## config.mk

```make
export PLATFORM = sky130hd
export DESIGN_NAME = uart_irq_agg
export DESIGN_NICKNAME = d
export VERILOG_FILES = /design/src/rtl/uart_irq_pkg.sv /design/src/rtl/irq_reg_decode.sv /design/src/rtl/irq_status_reg.sv /design/src/rtl/irq_line_fold.sv /design/src/rtl/uart_irq_agg.sv
export SDC_FILE = /design/constraint.sdc
export NUM_CORES = 1
export LEC_CHECK = 0
export BUFFER_PORTS_ARGS = -buffer_cell sky130_fd_sc_hd__clkbuf_2
export CELL_PAD_IN_SITES_DETAIL_PLACEMENT = 1
export CELL_PAD_IN_SITES_GLOBAL_PLACEMENT = 2
export CORE_MARGIN = 4
export CORE_UTILIZATION = 24
export CTS_CLUSTER_DIAMETER = 40
export CTS_CLUSTER_SIZE = 30
export DETAILED_ROUTE_END_ITERATION = 6
export GPL_TIMING_DRIVEN = 0
export PLACE_DENSITY_LB_ADDON = 0.12
export SLEW_MARGIN = 40
export SYNTH_ARGS = -nofsm -noshare
export SYNTH_HDL_FRONTEND = slang
export SYNTH_SLANG_ARGS = --single-unit
```

## constraint.sdc

```tcl
create_clock -name clk -period 1.74 [get_ports clk]
set_input_delay 0.435 -clock clk [delete_from_list [all_inputs] [get_ports clk]]
set_output_delay 0.435 -clock clk [all_outputs]
set_load 0.005 [all_outputs]
```

## src/rtl/uart_irq_pkg.sv

```systemverilog
package uart_irq_pkg;
  localparam int unsigned NUM_SRC = 11;
  localparam int unsigned NUM_LN  = 6;
  localparam int unsigned DATA_W  = 32;
  localparam int unsigned ADDR_W  = 3;

  localparam int unsigned B_RING = 0;
  localparam int unsigned B_CTS  = 1;
  localparam int unsigned B_DCD  = 2;
  localparam int unsigned B_DSR  = 3;
  localparam int unsigned B_RX   = 4;
  localparam int unsigned B_TX   = 5;
  localparam int unsigned B_TMO  = 6;
  localparam int unsigned B_FRM  = 7;
  localparam int unsigned B_PAR  = 8;
  localparam int unsigned B_BRK  = 9;
  localparam int unsigned B_OVR  = 10;

  localparam logic [ADDR_W-1:0] A_TXDATA = 3'd0;
  localparam logic [ADDR_W-1:0] A_MASK   = 3'd1;
  localparam logic [ADDR_W-1:0] A_RAW    = 3'd2;
  localparam logic [ADDR_W-1:0] A_MSKD   = 3'd3;
  localparam logic [ADDR_W-1:0] A_CLEAR  = 3'd4;

  typedef logic [NUM_SRC-1:0] src_vec_t;

  // Which status bits feed line ln (0 any, 1 rx, 2 tx, 3 timeout, 4 modem, 5 error)
  function automatic src_vec_t line_sel(input int unsigned ln);
    src_vec_t m;
    m = '0;
    case (ln)
      0: m = '1;
      1: m[B_RX] = 1'b1;
      2: m[B_TX] = 1'b1;
      3: m[B_TMO] = 1'b1;
      4: begin
        m[B_RING] = 1'b1; m[B_CTS] = 1'b1; m[B_DCD] = 1'b1; m[B_DSR] = 1'b1;
      end
      5: begin
        m[B_FRM] = 1'b1; m[B_PAR] = 1'b1; m[B_BRK] = 1'b1; m[B_OVR] = 1'b1;
      end
      default: m = '0;
    endcase
    return m;
  endfunction

  // Next raw state: sets dominate clears
  function automatic src_vec_t next_raw(input src_vec_t cur, input src_vec_t set,
                                        input src_vec_t clr);
    return (cur & ~clr) | set;
  endfunction
endpackage

```

## src/rtl/irq_reg_decode.sv

```systemverilog
module irq_reg_decode
  import uart_irq_pkg::*;
(
  input  logic              reg_wr,
  input  logic [ADDR_W-1:0] reg_addr,
  input  logic [DATA_W-1:0] reg_wdata,
  input  src_vec_t          raw_q,
  input  src_vec_t          mask_q,
  output logic              tx_wr,
  output logic              mask_we,
  output src_vec_t          mask_wdata,
  output src_vec_t          clr_vec,
  output logic [DATA_W-1:0] reg_rdata
);
  logic unused_wdata_hi;

  assign tx_wr      = reg_wr && (reg_addr == A_TXDATA);
  assign mask_we    = reg_wr && (reg_addr == A_MASK);
  assign mask_wdata = reg_wdata[NUM_SRC-1:0];
  assign clr_vec    = (reg_wr && (reg_addr == A_CLEAR)) ? reg_wdata[NUM_SRC-1:0] : '0;
  assign unused_wdata_hi = ^reg_wdata[DATA_W-1:NUM_SRC];

  always_comb begin
    case (reg_addr)
      A_MASK:  reg_rdata = DATA_W'(mask_q);
      A_RAW:   reg_rdata = DATA_W'(raw_q);
      A_MSKD:  reg_rdata = DATA_W'(raw_q & mask_q);
      default: reg_rdata = '0;
    endcase
  end
endmodule

```

## src/rtl/irq_status_reg.sv

```systemverilog
module irq_status_reg
  import uart_irq_pkg::*;
(
  input  logic     clk,
  input  logic     rst_n,
  input  src_vec_t set_vec,
  input  src_vec_t clr_vec,
  input  logic     mask_we,
  input  src_vec_t mask_wdata,
  output src_vec_t raw_q,
  output src_vec_t mask_q,
  output src_vec_t raw_d,
  output src_vec_t mask_d
);
  assign raw_d  = next_raw(raw_q, set_vec, clr_vec);
  assign mask_d = mask_we ? mask_wdata : mask_q;

  always_ff @(posedge clk or negedge rst_n) begin
    if (!rst_n) begin
      raw_q  <= '0;
      mask_q <= '0;
    end else begin
      raw_q  <= raw_d;
      mask_q <= mask_d;
    end
  end
endmodule

```

## src/rtl/irq_line_fold.sv

```systemverilog
module irq_line_fold
  import uart_irq_pkg::*;
(
  input  logic              clk,
  input  logic              rst_n,
  input  src_vec_t          raw_d,
  input  src_vec_t          mask_d,
  output logic [NUM_LN-1:0] line_q
);
  src_vec_t          mskd_d;
  logic [NUM_LN-1:0] line_d;

  assign mskd_d = raw_d & mask_d;

  for (genvar g = 0; g < NUM_LN; g++) begin : g_line
    assign line_d[g] = |(mskd_d & line_sel(g));
  end

  always_ff @(posedge clk or negedge rst_n) begin
    if (!rst_n) line_q <= '0;
    else        line_q <= line_d;
  end
endmodule

```

## src/rtl/uart_irq_agg.sv

```systemverilog
module uart_irq_agg
  import uart_irq_pkg::*;
(
  input  logic              clk,
  input  logic              rst_n,
  input  logic [10:0]       src_evt,
  input  logic              reg_wr,
  input  logic [2:0]        reg_addr,
  input  logic [31:0]       reg_wdata,
  output logic [31:0]       reg_rdata,
  output logic              irq_any,
  output logic              irq_rx,
  output logic              irq_tx,
  output logic              irq_tmo,
  output logic              irq_modem,
  output logic              irq_err
);
  src_vec_t          raw_q, mask_q, raw_d, mask_d;
  src_vec_t          set_vec, clr_vec, mask_wdata;
  logic              tx_wr, mask_we;
  logic [NUM_LN-1:0] line_q;

  irq_reg_decode u_dec (
    .reg_wr     (reg_wr),
    .reg_addr   (reg_addr),
    .reg_wdata  (reg_wdata),
    .raw_q      (raw_q),
    .mask_q     (mask_q),
    .tx_wr      (tx_wr),
    .mask_we    (mask_we),
    .mask_wdata (mask_wdata),
    .clr_vec    (clr_vec),
    .reg_rdata  (reg_rdata)
  );

  // Event pulses plus the transmit bit raised by a data write
  assign set_vec = src_evt | (src_vec_t'(tx_wr) << B_TX);

  irq_status_reg u_stat (
    .clk        (clk),
    .rst_n      (rst_n),
    .set_vec    (set_vec),
    .clr_vec    (clr_vec),
    .mask_we    (mask_we),
    .mask_wdata (mask_wdata),
    .raw_q      (raw_q),
    .mask_q     (mask_q),
    .raw_d      (raw_d),
    .mask_d     (mask_d)
  );

  irq_line_fold u_fold (
    .clk    (clk),
    .rst_n  (rst_n),
    .raw_d  (raw_d),
    .mask_d (mask_d),
    .line_q (line_q)
  );

  assign irq_any   = line_q[0];
  assign irq_rx    = line_q[1];
  assign irq_tx    = line_q[2];
  assign irq_tmo   = line_q[3];
  assign irq_modem = line_q[4];
  assign irq_err   = line_q[5];
endmodule

```

After elaboration in Yosys (flattened, before gate mapping)
Index checks and enable logic that the tools add are counted.
{ "word_totals": {"reg_bits": 28} }
{ "classes": {"n_bitwise": 6, "eq_ne": 4, "mux": 3, "n_reduce_logical": 7} }
{ "op_table": {"columns": ["cell", "n"], "rows": [
  ["$pmux 32 s3", 1],
  ["$and 11x11->11", 3],
  ["$mux 11", 2],
  ["$not 11->11", 1],
  ["$or 11x11->11", 1],
  ["$or 11x6->11", 1],
  ["$reduce_or 11->1", 1],
  ["$reduce_or 4->1", 2],
  ["$eq 3x2->1 const B", 2],
  ["$eq 3x1->1 const B", 1],
  ["$eq 3x3->1 const B", 1],
  ["$logic_and 1x1->1", 3],
  ["$logic_not 3->1", 1]
]} }

Longest topological paths before layout
{ "depth": {"ltp_word": 8, "mapped_depth": 6} }

Cells and area by module
From an unflattened synthesis, not the netlist that was laid out.
{ "unflattened": {"hier_cells": 159, "hier_area_um2": 1639.1} }
{ "by_module_without_submodules": {"columns": ["mod", "cells_each", "area_per_inst_um2", "instances"], "rows": [
  ["irq_status_reg", 56, 847.1, 1],
  ["irq_reg_decode", 85, 555.5, 1],
  ["irq_line_fold", 17, 230.2, 1],
  ["uart_irq_agg", 1, 6.3, 1]
]} }

Worst setup path after synthesis
Ideal clock, no wire load.
{ "synth_path": {"path_kind": "input -> register", "start": "input port reg_addr[1]", "end": "register u_fold.line_q[0]", "path_buffers": 1, "arrival_ps": 1939, "path_slack_ps": -338, "path_stages": 6, "setup_ps": 139, "cell_sequence": "and4bb_4 -> buf_6 -> mux2_4 -> a22oi_2 -> nand2_1 -> or4b_1"} }
{ "synth_between": {"elab_cells_between_ends": 14, "classes_between": "2 x eq/ne; 2 x mux; 5 x bitwise; 5 x reduce/logical"} }
{ "synth_rtl": {"columns": ["element", "line_no", "source"], "rows": [
  ["start, declared", "uart_irq_agg.sv:8", "input logic [2:0] reg_addr,"],
  ["$eq 3x1->1", "irq_reg_decode.sv:18", "assign mask_we = reg_wr && (reg_addr == A_MASK);"],
  ["$logic_and 1x1->1", "irq_reg_decode.sv:18", null],
  ["$mux 11", "irq_status_reg.sv:16", "assign mask_d = mask_we ? mask_wdata : mask_q;"],
  ["net mask_d[2]", "uart_irq_agg.sv:18", "src_vec_t raw_q, mask_q, raw_d, mask_d;"],
  ["$and 11x11->11", "irq_line_fold.sv:13", "assign mskd_d = raw_d & mask_d;"],
  ["$reduce_or 11->1", "irq_line_fold.sv:16", "assign line_d[g] = |(mskd_d & line_sel(g));"],
  ["net u_fold.line_d[0]", "irq_line_fold.sv:11", "logic [NUM_LN-1:0] line_d;"],
  ["end signal, assigned", "irq_line_fold.sv:21", "else line_q <= line_d;"],
  ["end, declared", "irq_line_fold.sv:8", "output logic [NUM_LN-1:0] line_q"]
]} }
The timed path passes the listed nets, and every way through them passes these cells.

Final worst setup path
Same ends and word-level chain as after synthesis.

==> reports/metrics.yaml <==
status: "finished, violations left"
failed_checks: "setup timing"
path_clk_slew_ps: 100
cts-root-buf: "clkbuf_8"
grt_pass1_vias: 1477
multi_input_area_um2: 694
ys_warn_count: 0
path_cells: "clkbuf_16, and4bb_4, buf_12, mux2_4, a22oi_2, nand3_2, or4b_1"
num_io_pins: 87
slew_headroom: 0.519
grt_pass1_wl_mm: 7.09
final_antenna_net_count: 0
critical_path.max_stage_delay_ps: 460
syn2layout_area_growth_pct: 49.6
cp_max_fo: 10
post_drt_via_cell_ratio: 4.27
hpwl_mm: 3.26
fin_crit_sh: 1.13
fmax_ghz: 0.507
synth.avg_cell_area_um2: 9.90
hp-class: "input port to async pin"
grt_usage: 0.123
ys_seq_area_frac: 0.469
powerDensity_nw_per_um2: 801
tightest_slew_ps: 722
max-vdd-ir-drop_mv: 0.317
final_nets: 276
worstPathArrival_ps: 2130
drtPass1Iterations: 4
crit_type: "input port to flop"
antennaDiodeCount: 0
setup_viol: 12
die_h_um: 86.9
cts_buffer_depth: 2
drtIter0Drc: 37
cp_data_required_time_ps: 1900
initial_utilization: 0.250
drive_gt1_frac: 0.473
wire_per_inst_um: 14.9
cp-start-kind: "input port"
hold_ws_ps: 195
die_x_um: 86.9
critical_path_buf_inv_count: 2
place_congestion: 0.717
power_leakage_nw: 1.19
core_um2: 5990
rsz0062_at_grt: "yes"
crit_family: "simple AND/OR/NAND/NOR gates"
cts.sinks: 28
h-tree-depth: 1
synth_cells: 151
antenna_found_initial: 0
finClkSkew_ps: 4.16
routed_wl_mm: 4.47
fill_cells: 694
cap_viol_max_count: 0
synth-seq-cells: 28
finish.utilization: 0.373
crit_slowest_cell: "or4b_1"
port_buffers: 44
min_period_ps: 1970
die-area_um2: 7560
endpoint_kind: "flop"
drv_slew: 0
cts_hold_buffers: 0
grt_overflow: 0
grt_max_degree: 29
cts_made_buffers: 3
netlist_area_um2: 1500
setup_slack_ps: -233
yosysUniqueCellTypes: 29
row_count: 28
seqCellArea_um2: 701
drc_errors: 0
vias: 1286
cts_tree: "yes"
clkLatencyLatePin_ps: 280
hold_viol: 0
-- stage by stage --
stage               power, mW  area [µm²]  std cells  setup slack (ps)  setup TNS, ps
floorplan                1.02        1580        171              -319           -319
finish                   1.79        2240        301              -233          -1730
global route             1.89        2240        301              -294          -2300
detailed placement       1.18        1890        290              -661          -5740
global placement         1.17        1890        290              -663          -5780
CTS                      1.79        2190        300              -233          -1790
-- layout by cell type, fill, tap and decap left out, drive strengths merged, types with 2 or more instances in the layout --
master,count
or2,2
a221oi,11
a22oi,3
nor2,14
a31oi,9
buf,40
clkbuf,40
inv,32
dfrtp,28
mux2,9
conb,21
nand2,3
a21oi,3
-- report_power, final --
| group | leakage [nW] | internal [mW] | switching (mW) |
|---|---|---|---|
| Sequential | 0.295 | 0.735 | 0.0398 |
| Clock | 0.0357 | 0.308 | 0.214 |
| Combinational | 0.859 | 0.256 | 0.240 |
| Total | 1.19 | 1.30 | 0.494 |
-- synthesized netlist by cell type, drive strengths merged --
cell type / instances / area, µm²
nor2: 14 / 52.6
and4bb: 1 / 16.3
nand2: 3 / 11.3
a311o: 1 / 10.0
buf: 23 / 174
a21oi: 3 / 15.0
or2: 2 / 12.5
o31a: 1 / 8.76
or4b: 1 / 10.0
nor4bb: 1 / 10.0
inv: 32 / 120
mux2i: 1 / 10.0
a22oi: 3 / 32.5
or3: 1 / 6.26
conb: 1 / 3.75
dfrtp: 28 / 701
mux2: 9 / 116
nor4b: 1 / 8.76
a221oi: 11 / 96.3
a31oi: 9 / 56.3
clkbuf: 3 / 11.3
nand3: 1 / 5.00
o21a: 1 / 7.51
-- flip-flops by register name, indices dropped and copies added (netlist names) --
name,count
u_fold.line_q,6
u_stat.mask_q,11
u_stat.raw_q,11
-- cells by family (layout without fill, tap and decap cells) --
logic type,Yosys count,after routing,synth area share
buf+inv,58,113,0.204
compound gates,29,29,0.151
flops,28,28,0.469
simple gates,25,25,0.0887
mux,10,10,0.0845
other cells,1,21,0.00251
-- final timing paths --
check                                 start               end  slack (ps)  depth (start not counted)
max reg2reg                u_stat.mask_q[7]  u_fold.line_q[0]         200                          4
min reg2reg                u_stat.mask_q[9]  u_stat.mask_q[9]         520                          2
max in group asynchronous             rst_n  u_fold.line_q[4]        1090                          1
min                                   rst_n  u_fold.line_q[2]         190                          1
min in group clk                 src_evt[4]   u_stat.raw_q[4]         340                          3
max                             reg_addr[1]  u_fold.line_q[0]        -230                          7
-- worst register-to-register path, stage by stage (launching register included) --
cell	delay, ps
dfrtp_1	390
mux2_4	280
a22oi_2	190
nand3_2	100
or4b_1	460
-- layer usage --
layer  wire, µm  global-route usage
met4         73              0.0510
met2       2300               0.222
met3        229              0.0170
met1       1870               0.144
met5          0                   0
-- final cells by class --
class | instances | share of cell area
plain buffers | 26 | 0.0996
clock buffers | 3 | 0.0185
clock inverters | 1 | 0.0134
inverters | 32 | 0.0537
multi-input cells | 85 | 0.310
flip-flops and latches | 28 | 0.313
well taps | 75 | 0.0419
repair buffers | 51 | 0.149
-- repair_timing --
| item | CTS | global route |
|---|---|---|
| buffers inserted | 5 | 1 |
| resized for setup | 34 | 16 |
| pin swaps | 3 | 1 |
| setup endpoints to repair | 12 | 12 |
| cloned | 1 | 0 |
Power figures use the tool's default switching activity.
